==> config.mk <==
export PLATFORM = sky130hd
export DESIGN_NAME = acc_alu
export DESIGN_NICKNAME = d
export VERILOG_FILES = /design/src/rtl/acc_alu_pkg.sv /design/src/rtl/acc_alu_ctrl.sv /design/src/rtl/acc_alu_bcd.sv /design/src/rtl/acc_alu_dp.sv /design/src/rtl/acc_alu.sv
export SDC_FILE = /design/constraint.sdc
export NUM_CORES = 1
export LEC_CHECK = 0
export BUFFER_PORTS_ARGS = -buffer_cell sky130_fd_sc_hd__buf_4
export CAP_MARGIN = 20
export CORE_UTILIZATION = 64
export DETAILED_ROUTE_END_ITERATION = 7
export PLACE_DENSITY = 0.95
export SYNTH_ARGS = -nofsm -noshare
export SYNTH_HDL_FRONTEND = slang
export SYNTH_HIERARCHICAL = 1
export SYNTH_SLANG_ARGS = --single-unit
==> constraint.sdc <==
create_clock -name vclk -period 9.1
set_input_delay 1.82 -clock vclk [all_inputs]
set_output_delay 1.82 -clock vclk [all_outputs]
set_load 0.02 [all_outputs]
==> src/rtl/acc_alu_pkg.sv <==
package acc_alu_pkg;

  typedef enum logic [3:0] {
    OP_ADD = 4'd0,  OP_SUB = 4'd1,  OP_AND = 4'd2,  OP_OR  = 4'd3,
    OP_XOR = 4'd4,  OP_CMP = 4'd5,  OP_BIT = 4'd6,  OP_INC = 4'd7,
    OP_DEC = 4'd8,  OP_ASL = 4'd9,  OP_LSR = 4'd10, OP_ROL = 4'd11,
    OP_ROR = 4'd12
  } aluOpE;

  typedef enum logic [2:0] {
    U_ARITH, U_LOGIC, U_INCDEC, U_SHIFT, U_PASS
  } unitSelE;

  typedef enum logic [1:0] {
    L_AND, L_OR, L_XOR
  } logicSelE;

  // strobes handed from the decoder to the datapath
  typedef struct packed {
    unitSelE  unit;
    logicSelE logicOp;
    logic     invertM;   // subtract path: use one's complement of M
    logic     compare;   // forced carry-in, result keeps A, V passes
    logic     bcdOk;     // decimal adjust allowed for this op
    logic     bitTest;   // N/V from operand, Z from A AND M
    logic     decr;      // decrement instead of increment
    logic     shLeft;    // shift direction
    logic     rotate;    // carry enters the vacated bit
  } aluStrobeS;

endpackage

==> src/rtl/acc_alu_ctrl.sv <==
module acc_alu_ctrl
  import acc_alu_pkg::*;
(
  input  logic [3:0] opSel,
  output aluStrobeS  strobe
);

  always_comb begin
    strobe = '{unit: U_PASS, logicOp: L_AND, default: 1'b0};
    case (opSel)
      OP_ADD: begin strobe.unit = U_ARITH; strobe.bcdOk = 1'b1; end
      OP_SUB: begin strobe.unit = U_ARITH; strobe.bcdOk = 1'b1; strobe.invertM = 1'b1; end
      OP_CMP: begin strobe.unit = U_ARITH; strobe.invertM = 1'b1; strobe.compare = 1'b1; end
      OP_AND: begin strobe.unit = U_LOGIC; strobe.logicOp = L_AND; end
      OP_OR:  begin strobe.unit = U_LOGIC; strobe.logicOp = L_OR; end
      OP_XOR: begin strobe.unit = U_LOGIC; strobe.logicOp = L_XOR; end
      OP_BIT: begin strobe.unit = U_LOGIC; strobe.logicOp = L_AND; strobe.bitTest = 1'b1; end
      OP_INC: strobe.unit = U_INCDEC;
      OP_DEC: begin strobe.unit = U_INCDEC; strobe.decr = 1'b1; end
      OP_ASL: begin strobe.unit = U_SHIFT; strobe.shLeft = 1'b1; end
      OP_LSR: strobe.unit = U_SHIFT;
      OP_ROL: begin strobe.unit = U_SHIFT; strobe.shLeft = 1'b1; strobe.rotate = 1'b1; end
      OP_ROR: begin strobe.unit = U_SHIFT; strobe.rotate = 1'b1; end
      default: strobe.unit = U_PASS;
    endcase
  end

endmodule

==> src/rtl/acc_alu_bcd.sv <==
module acc_alu_bcd #(
  parameter int DATA_W = 8
) (
  input  logic [DATA_W-1:0] aIn,
  input  logic [DATA_W-1:0] mIn,
  input  logic              carryIn,
  input  logic              subtract,
  output logic [DATA_W-1:0] bcdRes,
  output logic              bcdCarry
);
  localparam int NDIG = DATA_W / 4;

  // digitCy: carry for add, "no borrow" for subtract
  logic [NDIG:0] digitCy;
  assign digitCy[0] = carryIn;

  for (genvar k = 0; k < NDIG; k++) begin : g_digit
    logic [4:0] raw;
    logic       adjust;
    always_comb begin
      if (subtract) begin
        raw    = {1'b0, aIn[4*k +: 4]} - {1'b0, mIn[4*k +: 4]} - {4'd0, ~digitCy[k]};
        adjust = raw[4];
        bcdRes[4*k +: 4] = adjust ? (raw[3:0] - 4'd6) : raw[3:0];
        digitCy[k+1] = ~adjust;
      end else begin
        raw    = {1'b0, aIn[4*k +: 4]} + {1'b0, mIn[4*k +: 4]} + {4'd0, digitCy[k]};
        adjust = (raw > 5'd9);
        bcdRes[4*k +: 4] = adjust ? (raw[3:0] + 4'd6) : raw[3:0];
        digitCy[k+1] = adjust;
      end
    end
  end

  assign bcdCarry = digitCy[NDIG];

endmodule

==> src/rtl/acc_alu_dp.sv <==
module acc_alu_dp
  import acc_alu_pkg::*;
#(
  parameter int DATA_W = 8
) (
  input  aluStrobeS         strobe,
  input  logic [DATA_W-1:0] aIn,
  input  logic [DATA_W-1:0] mIn,
  input  logic              carryIn,
  input  logic              overflowIn,
  input  logic              decimalEn,
  output logic [DATA_W-1:0] result,
  output logic              negOut,
  output logic              ovfOut,
  output logic              zeroOut,
  output logic              carryOut
);
  localparam int MSB  = DATA_W - 1;
  localparam int NDIG = DATA_W / 4;

  logic [DATA_W-1:0] opB, logicRes, incDecRes, shiftRes, flagVal, bcdRes;
  logic [DATA_W:0]   sumFull;
  logic              addCin, binV, shiftC, useBcd, bcdCarry;

  assign opB    = strobe.invertM ? ~mIn : mIn;
  assign addCin = strobe.compare ? 1'b1 : carryIn;
  assign sumFull = {1'b0, aIn} + {1'b0, opB} + {{DATA_W{1'b0}}, addCin};
  assign binV   = (aIn[MSB] == opB[MSB]) && (sumFull[MSB] != aIn[MSB]);
  assign useBcd = strobe.bcdOk && decimalEn;

  acc_alu_bcd #(.DATA_W(DATA_W)) bcd_i (
    .aIn(aIn), .mIn(mIn), .carryIn(carryIn), .subtract(strobe.invertM),
    .bcdRes(bcdRes), .bcdCarry(bcdCarry)
  );

  always_comb begin
    case (strobe.logicOp)
      L_OR:    logicRes = aIn | mIn;
      L_XOR:   logicRes = aIn ^ mIn;
      default: logicRes = aIn & mIn;
    endcase
    incDecRes = strobe.decr ? (mIn - 1'b1) : (mIn + 1'b1);
    if (strobe.shLeft) begin
      shiftRes = {mIn[MSB-1:0], strobe.rotate & carryIn};
      shiftC   = mIn[MSB];
    end else begin
      shiftRes = {strobe.rotate & carryIn, mIn[MSB:1]};
      shiftC   = mIn[0];
    end
  end

  always_comb begin
    result   = aIn;
    flagVal  = aIn;
    ovfOut   = overflowIn;
    carryOut = carryIn;
    case (strobe.unit)
      U_ARITH: begin
        flagVal  = sumFull[MSB:0];
        result   = strobe.compare ? aIn : (useBcd ? bcdRes : sumFull[MSB:0]);
        carryOut = useBcd ? bcdCarry : sumFull[DATA_W];
        ovfOut   = strobe.compare ? overflowIn : binV;
      end
      U_LOGIC: begin
        flagVal = logicRes;
        result  = strobe.bitTest ? aIn : logicRes;
        if (strobe.bitTest) ovfOut = mIn[MSB-1];
      end
      U_INCDEC: begin
        flagVal = incDecRes;
        result  = incDecRes;
      end
      U_SHIFT: begin
        flagVal  = shiftRes;
        result   = shiftRes;
        carryOut = shiftC;
      end
      default: ;
    endcase
    negOut  = strobe.bitTest ? mIn[MSB] : flagVal[MSB];
    zeroOut = (flagVal == '0);
  end

  function automatic logic digitsValid(input logic [DATA_W-1:0] x);
    logic ok;
    ok = 1'b1;
    for (int k = 0; k < NDIG; k++) if (x[4*k +: 4] > 4'd9) ok = 1'b0;
    return ok;
  endfunction

  // checks next to the logic they guard
  always_comb begin
    if (strobe.unit == U_ARITH && !strobe.invertM && !useBcd)
      a_r1_add_sum: assert ({carryOut, result} == {1'b0, aIn} + {1'b0, mIn} + {{DATA_W{1'b0}}, carryIn});
    if (useBcd && digitsValid(aIn) && digitsValid(mIn))
      a_r3_bcd_digits: assert (digitsValid(result));
    if (strobe.compare)
      a_r6_cmp_keeps: assert (result == aIn && ovfOut == overflowIn);
    if (strobe.unit == U_LOGIC || strobe.unit == U_INCDEC)
      a_r8_carry_pass: assert (carryOut == carryIn);
    if (strobe.unit == U_SHIFT && !strobe.shLeft)
      a_r10_right_neg: assert (negOut == (strobe.rotate & carryIn));
  end

endmodule

==> src/rtl/acc_alu.sv <==
module acc_alu
  import acc_alu_pkg::*;
#(
  parameter int DATA_W = 8
) (
  input  logic [3:0]        opSel,
  input  logic [DATA_W-1:0] aIn,
  input  logic [DATA_W-1:0] mIn,
  input  logic              carryIn,
  input  logic              overflowIn,
  input  logic              decimalEn,
  output logic [DATA_W-1:0] result,
  output logic              negOut,
  output logic              ovfOut,
  output logic              zeroOut,
  output logic              carryOut
);

  aluStrobeS strobe;

  acc_alu_ctrl ctrl_i (.opSel(opSel), .strobe(strobe));

  acc_alu_dp #(.DATA_W(DATA_W)) dp_i (
    .strobe(strobe), .aIn(aIn), .mIn(mIn), .carryIn(carryIn),
    .overflowIn(overflowIn), .decimalEn(decimalEn), .result(result),
    .negOut(negOut), .ovfOut(ovfOut), .zeroOut(zeroOut), .carryOut(carryOut)
  );

endmodule

==> run summary <==
For the top-level I/O count, the log shows 35. In this run the core area contains 26 standard-cell rows. The run gives 3342 as the number of global-route vias before repair. The cell area that synthesis handed to floorplanning was 0.00345 mm².

For the relative slew slack, the log shows 0.319. After the first detailed-routing iteration, the DRC count stood at 486. The largest single stage delay on the critical path is 470 ps.

For this design, the CTS-stage hold fixing added 0 buffers. Summed over all nets, the half-perimeter wirelength after detailed placement is 7800 µm. The die covers 0.00569 mm². The family with the most delay on the worst path is compound AO/OA/AOI/OAI gates.

The logs give 6 for the count of yosys warnings during synthesis and 0.348 for the global router's overall resource usage. The fmax was 117 MHz. The final cycle utilization of the critical path is 0.941. Among the stages of the critical path, the cell type that occurs most often is inv_1.

STA classifies the critical path endpoint as an output pin. Critical path endpoint: result[6]. For the sequential cell area, the log shows 0 µm².

In this run the remaining antenna-violating nets after routing total 0. The share of total power consumed by net switching is 0.576, and the distinct cell type count after synthesis is 69. Routed via count divided by cell count: 6.64. The flow ran to the end, and the final reports show no timing, DRC or antenna violations. Summed over all instances, the cell type with the most area after synthesis is ha_1. Each instance of the synthesized netlist takes up on average 7.34 µm². Summed over all cells, the static leakage comes to 1.75 nW. The tools report the initial antenna violation count as 0. Die extent in x: 75.4 µm. Cell internal power was estimated by the tool at 133 µW. Summing over every cut layer, the via total after detailed routing is 3709. The run gives 6740 ps as the arrival time at the worst endpoint.

The logs give 7280 ps for the data required time at the worst endpoint and 0 for the total overflow reported by the global router. Traced cell by cell, the critical path runs through buf_4 > inv_1 > fa_1 > inv_1 > fa_1 > inv_1 > ha_1 > inv_1 > a21oi_1 > a211oi_2 > o22ai_1 > fa_1 > inv_1 > fa_1 > and2b_2 > o21ai_0 > nand2_1 > a211o_1 > a32oi_1 > and3_1 > a211oi_1 > o21ai_0 > buf_4. Across the run, the number of max-cap violations was 0. The floorplan die height is 75.4 µm.

Setup repair after global routing left no endpoint under its margin. Relative to the synthesized area, the layout overhead comes to 8.16%. After layout, the clock buffer instance count stands at 0.

After detailed routing, the average wire length per cell comes to 17.4 µm. The clock share of power was 0. The largest individual stage delay along the critical path comes from the cell o21ai_0. The logs give 0 for the post-CTS setup buffer count and 180 µW for the reported net switching power. The type of the most critical hold path is in2out. Synthesized instance count: 470. The run gives 0 as the number of slew-limit violations in the final report. For this run, design rule violations remaining after detail routing come to 0.

In the final design database the tool counted 579 nets. The critical path is of the in2out type. The power share of the combinational group is 1.000. Port buffering added 35 buffers. The repair_antennas step left the layout with diodes totalling 0. At the end of routability-driven placement, the weighted congestion stood at 1.04. Setup violations remaining at the end of the flow were counted as 0. For the total wire length, the log shows 9750 µm.

The maximum net fanout on the critical path is 11, and the number of gates resized after CTS is 0. The number of sequential storage elements is 0, and the pin count of the biggest net entering global routing is 23. The tools report the worst IR drop on VDD as 54.5 µV.

The share of layout cells above drive strength 1 is 0.127. The critical path launch point type is an input pin. The tools report the final count of hold timing violations as 0. The area share of the largest cell type after synthesis came out at 0.196.

The tools report the placeable core region as 0.00514 mm². For the sequential-to-total area share from yosys stat, the log shows 0. Summing internal, switching and leakage power gives 313 µW. In this run the number of cells on the critical path is 23. The tools report the register share of total power as 0. Setup total negative slack on the finished layout was measured at 0 ps.

The tools report the number of search-and-repair iterations in the first detailed-routing pass as 6. The first element of the critical path was mIn[0]. Counting both buffers and inverters, the worst setup path holds a total of 7.

The first global-routing pass estimated 15400 µm of wire. The tools report the starting utilization of the core area as 0.671. After synthesis, the cell types taking the most area are ha_1 20%, inv_1 6.6%, fa_1 6.4%. The number of nets handed over by synthesis was 558. For the pin with the worst max-slew slack, the measured transition is 1020 ps. Counting I/O delays and the setup requirement, the final critical path takes 8560 ps. Dividing total power by cell area gives a power density of 83.9 mW/mm².
-- metrics by stage --
| stage | instances | setup slack [ps] | hold slack (ps) | instance area [µm²] | util |
|---|---|---|---|---|---|
| 3_5_place_dp | 558 | 668 | 4010 | 3720 | 0.724 |
| 6_report | 559 | 538 | 4030 | 3730 | 0.726 |
| 3_3_place_gp | 558 | 983 | 4030 | 3720 | 0.724 |
| 5_1_grt | 559 | 198 | 4040 | 3730 | 0.726 |
| 2_1_floorplan | 470 | 1240 | 3820 | 3450 | - |
| 4_1_cts | 558 | 644 | 4020 | 3720 | 0.724 |
-- how the worst min path moves through the flow --
stage                           from         to  cells past startpoint
after floorplan               aIn[0]  result[0]                      2
after global placement    overflowIn     ovfOut                      4
after detailed placement  overflowIn     ovfOut                      4
after CTS                 overflowIn     ovfOut                      4
after global routing      overflowIn     ovfOut                      4
final                     overflowIn     ovfOut                      4
-- power groups by stage --
stage / logic (mW) / clock network, mW / registers [mW]
6_report: 0.313 / 0 / 0
5_1_grt: 0.343 / 0 / 0
4_1_cts: 0.308 / 0 / 0
3_5_place_dp: 0.306 / 0 / 0
3_3_place_gp: 0.292 / 0 / 0
2_1_floorplan: 0.223 / 0 / 0
-- Yosys cell counts (4+ instances only) --
library cell,instances
o221ai_1,5
a221oi_1,7
a32oi_1,4
o21a_1,7
and3_1,7
nor2_1,30
clkbuf_1,10
mux2i_1,18
nor2b_1,6
a211oi_1,8
xnor2_1,10
nand3b_1,5
nor3b_1,6
nand2b_1,13
fa_1,11
nand2_1,21
o21ai_0,34
inv_1,61
nor3_1,9
o22ai_1,5
a22oi_1,5
nand3_1,7
o21bai_1,8
xor2_1,20
a21oi_1,26
ha_1,54
-- metal layers --
metal,global-route usage,up-vias,routed length (µm)
li1,-,1730,-
met1,0.471,1745,4100
met2,0.613,203,4620
met3,0.0159,31,803
met4,0.0720,0,221
met5,0,-,0
-- logic make-up after synthesis --
group,Yosys count,share of synthesized area
AND/OR/NAND/NOR,129,0.216
buffers and inverters,83,0.0994
multiplexers,20,0.0588
adder cells (fa/ha/maj),65,0.260
AO/OA/AOI/OAI,143,0.290
XOR/XNOR,30,0.0762
-- layout make-up --
type	count	area, µm²
inverters	62	233
repair buffers	40	304
fillers	450	1410
multi-input cells	387	3110
well taps	70	87.6
-- cells in the final DEF, fill, tap and decap left out, types with 13 or more instances in the layout --
cell,count
inv_1,61
nand2b_1,13
nor2_1,30
mux2i_1,18
o21ai_0,34
ha_1,54
buf_4,39
nand2_1,21
a21oi_1,26
xor2_1,20
-- tightest hold or removal path, stage by stage --
cell	delay, ps
buf_4	90
a22oi_1	60
o41ai_1	90
buf_4	150
No activity file was read; power rests on OpenSTA's default activity.
